[config.mk]
export PLATFORM = sky130hd
export DESIGN_NAME = spi_gain_regs
export DESIGN_NICKNAME = d
export VERILOG_FILES = /design/src/rtl/spi_gain_pkg.sv /design/src/rtl/spi_frame_rx.sv /design/src/rtl/spi_reg_bank.sv /design/src/rtl/spi_tx_shift.sv /design/src/rtl/spi_gain_regs.sv
export SDC_FILE = /design/constraint.sdc
export NUM_CORES = 1
export LEC_CHECK = 0
export BUFFER_PORTS_ARGS = -buffer_cell sky130_fd_sc_hd__clkbuf_2
export CAP_MARGIN = 0
export CORE_MARGIN = 1
export CORE_UTILIZATION = 38
export CTS_CLUSTER_SIZE = 8
export DETAILED_ROUTE_END_ITERATION = 6
export HOLD_SLACK_MARGIN = 0.06
export SETUP_SLACK_MARGIN = 0.15
export SLEW_MARGIN = 40
export SYNTH_ARGS = -nofsm -noshare
export SYNTH_HDL_FRONTEND = slang
export SYNTH_SLANG_ARGS = --single-unit
[constraint.sdc]
create_clock -name clk -period 2.5 [get_ports clk]
set_input_delay 0.25 -clock clk [delete_from_list [all_inputs] [get_ports clk]]
set_output_delay 0.25 -clock clk [all_outputs]
set_load 0.02 [all_outputs]
[src/rtl/spi_gain_pkg.sv]
package spi_gain_pkg;
  localparam int DATA_W  = 24;
  localparam int ADDR_W  = 5;
  localparam int CHIP_W  = 3;
  localparam int FRAME_W = DATA_W + ADDR_W + CHIP_W;
  localparam int PTR_W   = 6;
  localparam int EN_W    = 2;
  localparam int CFG_W   = 8;
  localparam int GAIN_W  = 9;

  localparam logic [CHIP_W-1:0] CHIP_ID  = 3'b110;
  localparam logic [EN_W-1:0]   EN_DEF   = 2'b11;
  localparam logic [CFG_W-1:0]  CFG_DEF  = 8'h15;
  localparam logic [GAIN_W-1:0] GAIN_DEF = '0;
  localparam logic [DATA_W-1:0] SRST_KEY = 24'h000020;

  typedef enum logic [ADDR_W-1:0] {
    REG_PTR  = 5'd0,
    REG_EN   = 5'd1,
    REG_CFG  = 5'd2,
    REG_GAIN = 5'd3
  } reg_sel_e;
endpackage

[src/rtl/spi_frame_rx.sv]
module spi_frame_rx
  import spi_gain_pkg::*;
#(
  parameter int DATA_BITS   = DATA_W,
  parameter int ADDR_BITS   = ADDR_W,
  parameter int CHIP_BITS   = CHIP_W,
  parameter int SYNC_STAGES = 2,
  parameter logic [CHIP_BITS-1:0] CHIP_MATCH = CHIP_ID
) (
  input  logic                 clk,
  input  logic                 rst,
  input  logic                 sck,
  input  logic                 sen_n,
  input  logic                 sdi,
  output logic                 frame_start,
  output logic                 bit_stb,
  output logic                 frame_end,
  output logic                 wr_stb,
  output logic [DATA_BITS-1:0] wr_data,
  output logic [ADDR_BITS-1:0] wr_addr
);
  localparam int LEN   = DATA_BITS + ADDR_BITS + CHIP_BITS;
  localparam int CNT_W = $clog2(LEN + 2);
  localparam logic [CNT_W-1:0] CNT_FULL = CNT_W'(LEN);
  localparam logic [CNT_W-1:0] CNT_OVER = CNT_W'(LEN + 1);

  logic [SYNC_STAGES:0]   sck_p, sen_p;
  logic [SYNC_STAGES-1:0] sdi_p;
  logic [CNT_W-1:0]       cnt;
  logic [LEN-1:0]         shreg;
  logic sck_s, sck_d, sen_s, sen_d, sdi_s;
  logic sen_fall, sen_rise, sck_rise;

  always_ff @(posedge clk) begin
    if (rst) begin
      sck_p <= '0;
      sen_p <= '1;
      sdi_p <= '0;
    end else begin
      sck_p <= {sck_p[SYNC_STAGES-1:0], sck};
      sen_p <= {sen_p[SYNC_STAGES-1:0], sen_n};
      sdi_p <= {sdi_p[SYNC_STAGES-2:0], sdi};
    end
  end

  assign sck_s = sck_p[SYNC_STAGES-1];
  assign sck_d = sck_p[SYNC_STAGES];
  assign sen_s = sen_p[SYNC_STAGES-1];
  assign sen_d = sen_p[SYNC_STAGES];
  assign sdi_s = sdi_p[SYNC_STAGES-1];

  always_comb begin
    sen_fall = sen_d & ~sen_s;
    sen_rise = ~sen_d & sen_s;
    sck_rise = sck_s & ~sck_d & ~sen_s;
  end

  always_ff @(posedge clk) begin
    if (rst) begin
      cnt   <= '0;
      shreg <= '0;
    end else if (sen_fall) begin
      cnt <= '0;
    end else if (sck_rise) begin
      shreg <= {shreg[LEN-2:0], sdi_s};
      if (cnt != CNT_OVER) cnt <= cnt + 1'b1;
    end
  end

  always_ff @(posedge clk) begin
    if (rst) begin
      frame_start <= 1'b0;
      bit_stb     <= 1'b0;
      frame_end   <= 1'b0;
      wr_stb      <= 1'b0;
      wr_data     <= '0;
      wr_addr     <= '0;
    end else begin
      frame_start <= sen_fall;
      bit_stb     <= sck_rise;
      frame_end   <= sen_rise;
      wr_stb      <= sen_rise && (cnt == CNT_FULL) &&
                     (shreg[CHIP_BITS-1:0] == CHIP_MATCH);
      if (sen_rise) begin
        wr_data <= shreg[LEN-1 -: DATA_BITS];
        wr_addr <= shreg[CHIP_BITS +: ADDR_BITS];
      end
    end
  end

  // the bit count only moves while a frame is open
  p_cnt_idle_r3: assert property (@(posedge clk) disable iff (rst)
    sen_s |=> $stable(cnt));
endmodule

[src/rtl/spi_reg_bank.sv]
module spi_reg_bank
  import spi_gain_pkg::*;
(
  input  logic              clk,
  input  logic              rst,
  input  logic              wr_stb,
  input  logic [DATA_W-1:0] wr_data,
  input  logic [ADDR_W-1:0] wr_addr,
  input  logic              frame_end,
  output logic              rb_armed,
  output logic [FRAME_W-1:0] rd_word,
  output logic [EN_W-1:0]   en_o,
  output logic [CFG_W-1:0]  cfg_o,
  output logic [GAIN_W-1:0] gain_o
);
  logic [PTR_W-1:0]  ptr_q;
  logic [EN_W-1:0]   en_q;
  logic [CFG_W-1:0]  cfg_q;
  logic [GAIN_W-1:0] gain_q;
  logic              srst_arm_q;
  logic              rb_armed_q;
  logic              to_ptr, srst_fire;
  logic [DATA_W-1:0] rd_data;

  always_comb begin
    to_ptr    = wr_stb && (wr_addr == REG_PTR);
    srst_fire = to_ptr && (wr_data == '0) && srst_arm_q;
  end

  always_ff @(posedge clk) begin
    if (rst) begin
      ptr_q      <= '0;
      en_q       <= EN_DEF;
      cfg_q      <= CFG_DEF;
      gain_q     <= GAIN_DEF;
      srst_arm_q <= 1'b0;
    end else if (wr_stb) begin
      srst_arm_q <= to_ptr && (wr_data == SRST_KEY);
      if (srst_fire) begin
        ptr_q  <= '0;
        en_q   <= EN_DEF;
        cfg_q  <= CFG_DEF;
        gain_q <= GAIN_DEF;
      end else begin
        case (wr_addr)
          REG_PTR:  ptr_q  <= wr_data[PTR_W-1:0];
          REG_EN:   en_q   <= wr_data[EN_W-1:0];
          REG_CFG:  cfg_q  <= wr_data[CFG_W-1:0];
          REG_GAIN: gain_q <= wr_data[GAIN_W-1:0];
          default: ;
        endcase
      end
    end
  end

  always_ff @(posedge clk) begin
    if (rst)             rb_armed_q <= 1'b0;
    else if (to_ptr)     rb_armed_q <= 1'b1;
    else if (frame_end)  rb_armed_q <= 1'b0;
  end

  always_comb begin
    rd_data = '0;
    case (ptr_q[ADDR_W-1:0])
      REG_PTR:  rd_data[PTR_W-1:0]  = ptr_q;
      REG_EN:   rd_data[EN_W-1:0]   = en_q;
      REG_CFG:  rd_data[CFG_W-1:0]  = cfg_q;
      REG_GAIN: rd_data[GAIN_W-1:0] = gain_q;
      default:  rd_data = '0;
    endcase
    rd_word = {rd_data, ptr_q[ADDR_W-1:0], CHIP_ID};
  end

  assign rb_armed = rb_armed_q;
  assign en_o     = en_q;
  assign cfg_o    = cfg_q;
  assign gain_o   = gain_q;

  // the second key write leaves every register at its default
  p_srst_defaults_r11: assert property (@(posedge clk) disable iff (rst)
    srst_fire |=> (en_q == EN_DEF && cfg_q == CFG_DEF &&
                   gain_q == GAIN_DEF && ptr_q == '0));

  // registers move only on a stored frame
  p_regs_hold_r1: assert property (@(posedge clk) disable iff (rst)
    !wr_stb |=> ($stable(en_q) && $stable(cfg_q) &&
                 $stable(gain_q) && $stable(ptr_q)));
endmodule

[src/rtl/spi_tx_shift.sv]
module spi_tx_shift #(
  parameter int WORD_W = 32
) (
  input  logic              clk,
  input  logic              rst,
  input  logic              frame_start,
  input  logic              bit_stb,
  input  logic              frame_end,
  input  logic              rb_armed,
  input  logic [WORD_W-1:0] rd_word,
  output logic              sdo,
  output logic              sdo_oe
);
  logic [WORD_W-1:0] sh_q;

  always_ff @(posedge clk) begin
    if (rst) begin
      sh_q   <= '0;
      sdo    <= 1'b0;
      sdo_oe <= 1'b0;
    end else if (frame_end) begin
      sdo    <= 1'b0;
      sdo_oe <= 1'b0;
    end else if (frame_start) begin
      sdo_oe <= rb_armed;
      sdo    <= 1'b0;
      sh_q   <= rd_word;
    end else if (bit_stb && sdo_oe) begin
      sdo  <= sh_q[WORD_W-1];
      sh_q <= {sh_q[WORD_W-2:0], 1'b0};
    end
  end

  // the pad is released once a frame closes
  p_hiz_after_frame_r9: assert property (@(posedge clk) disable iff (rst)
    frame_end |=> !sdo_oe);

  // driving starts only for a frame armed by a pointer write
  p_oe_needs_arm_r6: assert property (@(posedge clk) disable iff (rst)
    $rose(sdo_oe) |-> $past(rb_armed));
endmodule

[src/rtl/spi_gain_regs.sv]
module spi_gain_regs
  import spi_gain_pkg::*;
#(
  parameter int SYNC_STAGES = 2
) (
  input  logic              clk,
  input  logic              rst,
  input  logic              spi_sck,
  input  logic              spi_sen_n,
  input  logic              spi_sdi,
  output logic              spi_sdo,
  output logic              spi_sdo_oe,
  output logic              ch_i_en,
  output logic              ch_q_en,
  output logic [1:0]        amp_bias,
  output logic [1:0]        drv_bias,
  output logic              zin_high,
  output logic              gain_src_spi,
  output logic              decode_off,
  output logic              deglitch_off,
  output logic [GAIN_W-1:0] gain_code
);
  logic frame_start, bit_stb, frame_end, wr_stb, rb_armed;
  logic [DATA_W-1:0]  wr_data;
  logic [ADDR_W-1:0]  wr_addr;
  logic [FRAME_W-1:0] rd_word;
  logic [EN_W-1:0]    en_w;
  logic [CFG_W-1:0]   cfg_w;

  spi_frame_rx #(
    .DATA_BITS(DATA_W), .ADDR_BITS(ADDR_W), .CHIP_BITS(CHIP_W),
    .SYNC_STAGES(SYNC_STAGES), .CHIP_MATCH(CHIP_ID)
  ) u_rx (
    .clk(clk), .rst(rst), .sck(spi_sck), .sen_n(spi_sen_n), .sdi(spi_sdi),
    .frame_start(frame_start), .bit_stb(bit_stb), .frame_end(frame_end),
    .wr_stb(wr_stb), .wr_data(wr_data), .wr_addr(wr_addr)
  );

  spi_reg_bank u_bank (
    .clk(clk), .rst(rst), .wr_stb(wr_stb), .wr_data(wr_data),
    .wr_addr(wr_addr), .frame_end(frame_end), .rb_armed(rb_armed),
    .rd_word(rd_word), .en_o(en_w), .cfg_o(cfg_w), .gain_o(gain_code)
  );

  spi_tx_shift #(.WORD_W(FRAME_W)) u_tx (
    .clk(clk), .rst(rst), .frame_start(frame_start), .bit_stb(bit_stb),
    .frame_end(frame_end), .rb_armed(rb_armed), .rd_word(rd_word),
    .sdo(spi_sdo), .sdo_oe(spi_sdo_oe)
  );

  assign ch_i_en      = en_w[0];
  assign ch_q_en      = en_w[1];
  assign amp_bias     = cfg_w[1:0];
  assign drv_bias     = cfg_w[3:2];
  assign zin_high     = cfg_w[4];
  assign gain_src_spi = cfg_w[5];
  assign decode_off   = cfg_w[6];
  assign deglitch_off = cfg_w[7];
endmodule

==> results.md <==
* Result of the run: complete, no violations
* Fmax achieved at 0.542 GHz
* Warnings from Yosys at 0
* Data arrival at the endpoint of the critical path at 2.18 ns
* Clock period minus final worst setup slack at between 1.5 and 2 ns
* Initial DRC count at roughly 320
* Ys flop type: sky130_fd_sc_hd__dfxtp_1
* Total GRT Usage at between 10% and 20%
* Remaining number of nets flagged by the antenna check after routing at 0
* Setup Skew at 0.00938 ns
* Number of I/O pins at 26
* Fraction of synthesis flops using an asynchronous set or reset pin at 0%
* Largest fanout on the critical path at 25
* Vias in the first global route at around 4100
* Chip Height at roughly 120 µm
* First-pass GRT wire length at approximately 19000 µm
* Largest net degree at the start of global routing at 46
* Htree depth at 4
* Timing startpoint of the critical path: u_rx.frame_start
* Hold Path Class: primary input to flop
* Total congestion overflow at 0
* Signed area change from the synthesized netlist to the final layout at 17.6%
* Cells after synthesis at roughly 640
* Setup slack of the critical path after layout at 0.655 ns
* Final worst path period share at 73.8%
* Max Transition Viols Final at 0
* Master cell of the clock root buffer: sky130_fd_sc_hd__clkbuf_16
* Total iterations of the first detailed-routing run at 4
* Number of I/O port buffers at 25
* Max IR drop VDD at 0.511 mV
* Hold Fails Final Rpt at 0
* Number of cells on the worst hold path at 2
* Fillers at about 1300
* Number of enable flip-flop cells after synthesis at 0
* Layout cell share with drive strength beyond 1 at about an eighth
* Final-layout setup total negative slack at 0 ns
* Worst R2R Setup Slack at roughly 0.65 ns
* Static Leakage at about 2.2 nW
* Setup repair after global routing missed its margin: no
* Number of clock sinks at 139
* Number of buffers inserted during clock tree synthesis at 17
* Clock-pin slew on the worst setup and hold paths at ~0.060 ns
* Most used standard cell by instance count after synthesis: sky130_fd_sc_hd__nand2_1
* Antenna violations before repair at 0
* Required time of the worst setup path at 2.83 ns
* Post-placement setup slack at between 0.6 and 0.7 ns
* DRC at 0
* Unique cell type count in the Yosys netlist at 50
* Share of the synthesized area in the top cell type at roughly 50%
* Number of failing setup endpoints in the final timing report at 0
* Number of nets in the finished design at approximately 660
* Wire length after detailed routing at 11500 µm
* Capture point of the worst reg-to-reg path: u_tx.sh_q[16]
* Cell with the largest stage delay on the worst path: sky130_fd_sc_hd__nor4_4
* Number of register bits inferred by synthesis at approximately 140
* Total power per unit cell area at around 830 nW/µm²
* Kind of critical path: flop to flop
* Site Rows at 43
* Ranking of synthesized cells by instance count: 169 x sky130_fd_sc_hd__nand2_1, 139 x sky130_fd_sc_hd__dfxtp_1, 102 x sky130_fd_sc_hd__a21oi_1
* Per-cell routed wire length at between 10 and 15 µm
* Maximum root-to-sink buffer count at 2
* Worst min-delay path endpoint: u_bank.ptr_q[2]
* Hold Path Origin: rst
* FF-to-FF Start: u_rx.frame_start
* Transition time at the pin with the least slew margin at between 0.6 and 0.7 ns
* Net count after synthesis at between 600 and 700
* Post-DP HPWL at 7560 µm
* Per-cell via count in the routed design at around 5.1
* Antenna diode instance count at 0
* Clock tree from TritonCTS: yes
* Number of max-capacitance violations reported at 0
* Sequential element share of the synthesized area at around half
* Element type at the critical path end: flop
* Final non-filler cell area at around 6400 µm²
* CP Launch Type: flop
* Mapped Area at approximately 5400 µm²
* Cell area after placement at 5660 µm²
* Most area-hungry cell type in the Yosys netlist: sky130_fd_sc_hd__dfxtp_1
* Cells taking the most area after synthesis: sky130_fd_sc_hd__dfxtp_1 51%, sky130_fd_sc_hd__nand2_1 12%, sky130_fd_sc_hd__a21oi_1 9.4%, sky130_fd_sc_hd__mux2i_1 2.6%, sky130_fd_sc_hd__nand3_1 2.6%
* Std-Cell Core Area at between 10000 and 15000 µm²
* Mean post-synth cell area at ~8.4 µm²
* Vias at between 4000 and 5000
* Starting density of the core at roughly two fifths
* Fin util at 45.9%
* Worst slew margin at between 50% and 60%
* Die width at around 120 µm
* Die area at between 10000 and 15000 µm²
* Insertion delay to the later sink of the worst-skew pair at ~0.43 ns
* Longest individual stage delay on the worst path at 0.59 ns
* Length in cells of the worst reg-to-reg path at 5
* Critical Path, Cell by Cell: buf_4, inv_2, nor4_4, nand4_1, a211oi_1
* Final GP Congestion at slightly below 0.8
==> through the flow <==
step / instances / power (W) / hold WS, ns
after floorplan: 643 / 0.00243 / 0.354
after global placement: 814 / 0.00248 / 0.397
after detailed placement: 814 / 0.00248 / 0.398
after CTS: 849 / 0.00533 / 0.276
after global routing: 849 / 0.00545 / 0.285
final: 849 / 0.00527 / 0.290
==> worst max path at each step <==
stage	end	slack, ns
final	u_tx.sh_q[16]	0.65
after CTS	u_tx.sh_q[16]	0.64
after floorplan	u_bank.gain_o[0]	0.92
after global routing	u_tx.sh_q[16]	0.47
after detailed placement	u_tx.sh_q[16]	0.65
after global placement	u_bank.gain_o[4]	0.76
==> layout by cell type, fill, tap and decap left out, drive strengths merged, types with 4 or more instances in the layout <==
| cell | n |
|---|---|
| nor2 | 32 |
| o21ai | 5 |
| buf | 9 |
| a21oi | 102 |
| clkbuf | 45 |
| nand2b | 4 |
| nor2b | 7 |
| o221ai | 4 |
| mux2i | 14 |
| o2bb2ai | 4 |
| nor3 | 8 |
| and3 | 9 |
| nand2 | 169 |
| nand3 | 28 |
| bufinv | 6 |
| dfxtp | 139 |
| a211oi | 12 |
| nor4 | 5 |
| inv | 12 |
| mux2 | 5 |
==> where the power goes <==
group | switching, W | internal, W
sequential | 0.0000239 | 0.00225
clock | 0.000915 | 0.00192
combinational | 0.000113 | 0.0000525
==> repair_timing <==
item	CTS	global route
hold endpoints to repair	3	0
endpoints found under the setup margin	0	0
buffers inserted	0	0
hold buffers	3	0
resized for setup	0	0
==> cell type report <==
class                   instances  area, µm²  area share (%)
well taps                     180        225            3.54
multi-input cells             451       2420            38.1
clock buffers                  21        460            7.23
repair buffers                 36        218            3.42
clock inverters                11        214            3.36
inverters                      11       41.3           0.649
flip-flops and latches        139       2780            43.7
==> logic make-up (layout without fill, tap and decap cells) <==
logic type	Yosys count	count (layout)	synth area share [%]
AND/OR/NAND/NOR	282	282	23.9
AO/OA/AOI/OAI	142	142	15.6
flip-flops	139	139	51.4
buffers and inverters	53	79	3.86
multiplexers	19	19	3.63
XOR/XNOR	5	5	0.810
adder cells (fa/ha/maj)	3	3	0.694
==> state kept, by name (all words and copies together) (netlist names) <==
signal             count
u_rx.wr_stb            1
u_rx.sck_p             3
u_rx.cnt               6
u_tx.sdo               1
u_bank.cfg_o           8
u_rx.frame_end         1
u_rx.wr_data          24
u_rx.bit_stb           1
u_bank.gain_o          9
u_bank.srst_arm_q      1
u_rx.frame_start       1
u_tx.sh_q             31
u_bank.ptr_q           6
u_bank.rb_armed        1
u_rx.wr_addr           5
u_rx.shreg            32
u_rx.sen_p             3
u_bank.en_o            2
u_rx.sdi_p             2
u_tx.sdo_oe            1
==> critical path, delay by kind of cell, from the launching register on <==
kind	cells	cell delay, ns
simple gates	2	0.77
flops	1	0.33
buf+inv	2	0.39
compound gates	1	0.25
==> routing by layer <==
| layer | global-route usage, % | vias to the layer above | wire length, µm |
|---|---|---|---|
| met3 | 5.64 | 18 | 518 |
| met2 | 27.9 | 75 | 5430 |
| met4 | 7.25 | 0 | 179 |
| met1 | 19.7 | 2017 | 5410 |
| met5 | 0 | - | 0 |
| li1 | - | 2223 | - |
(Power assumes the default switching activity.)
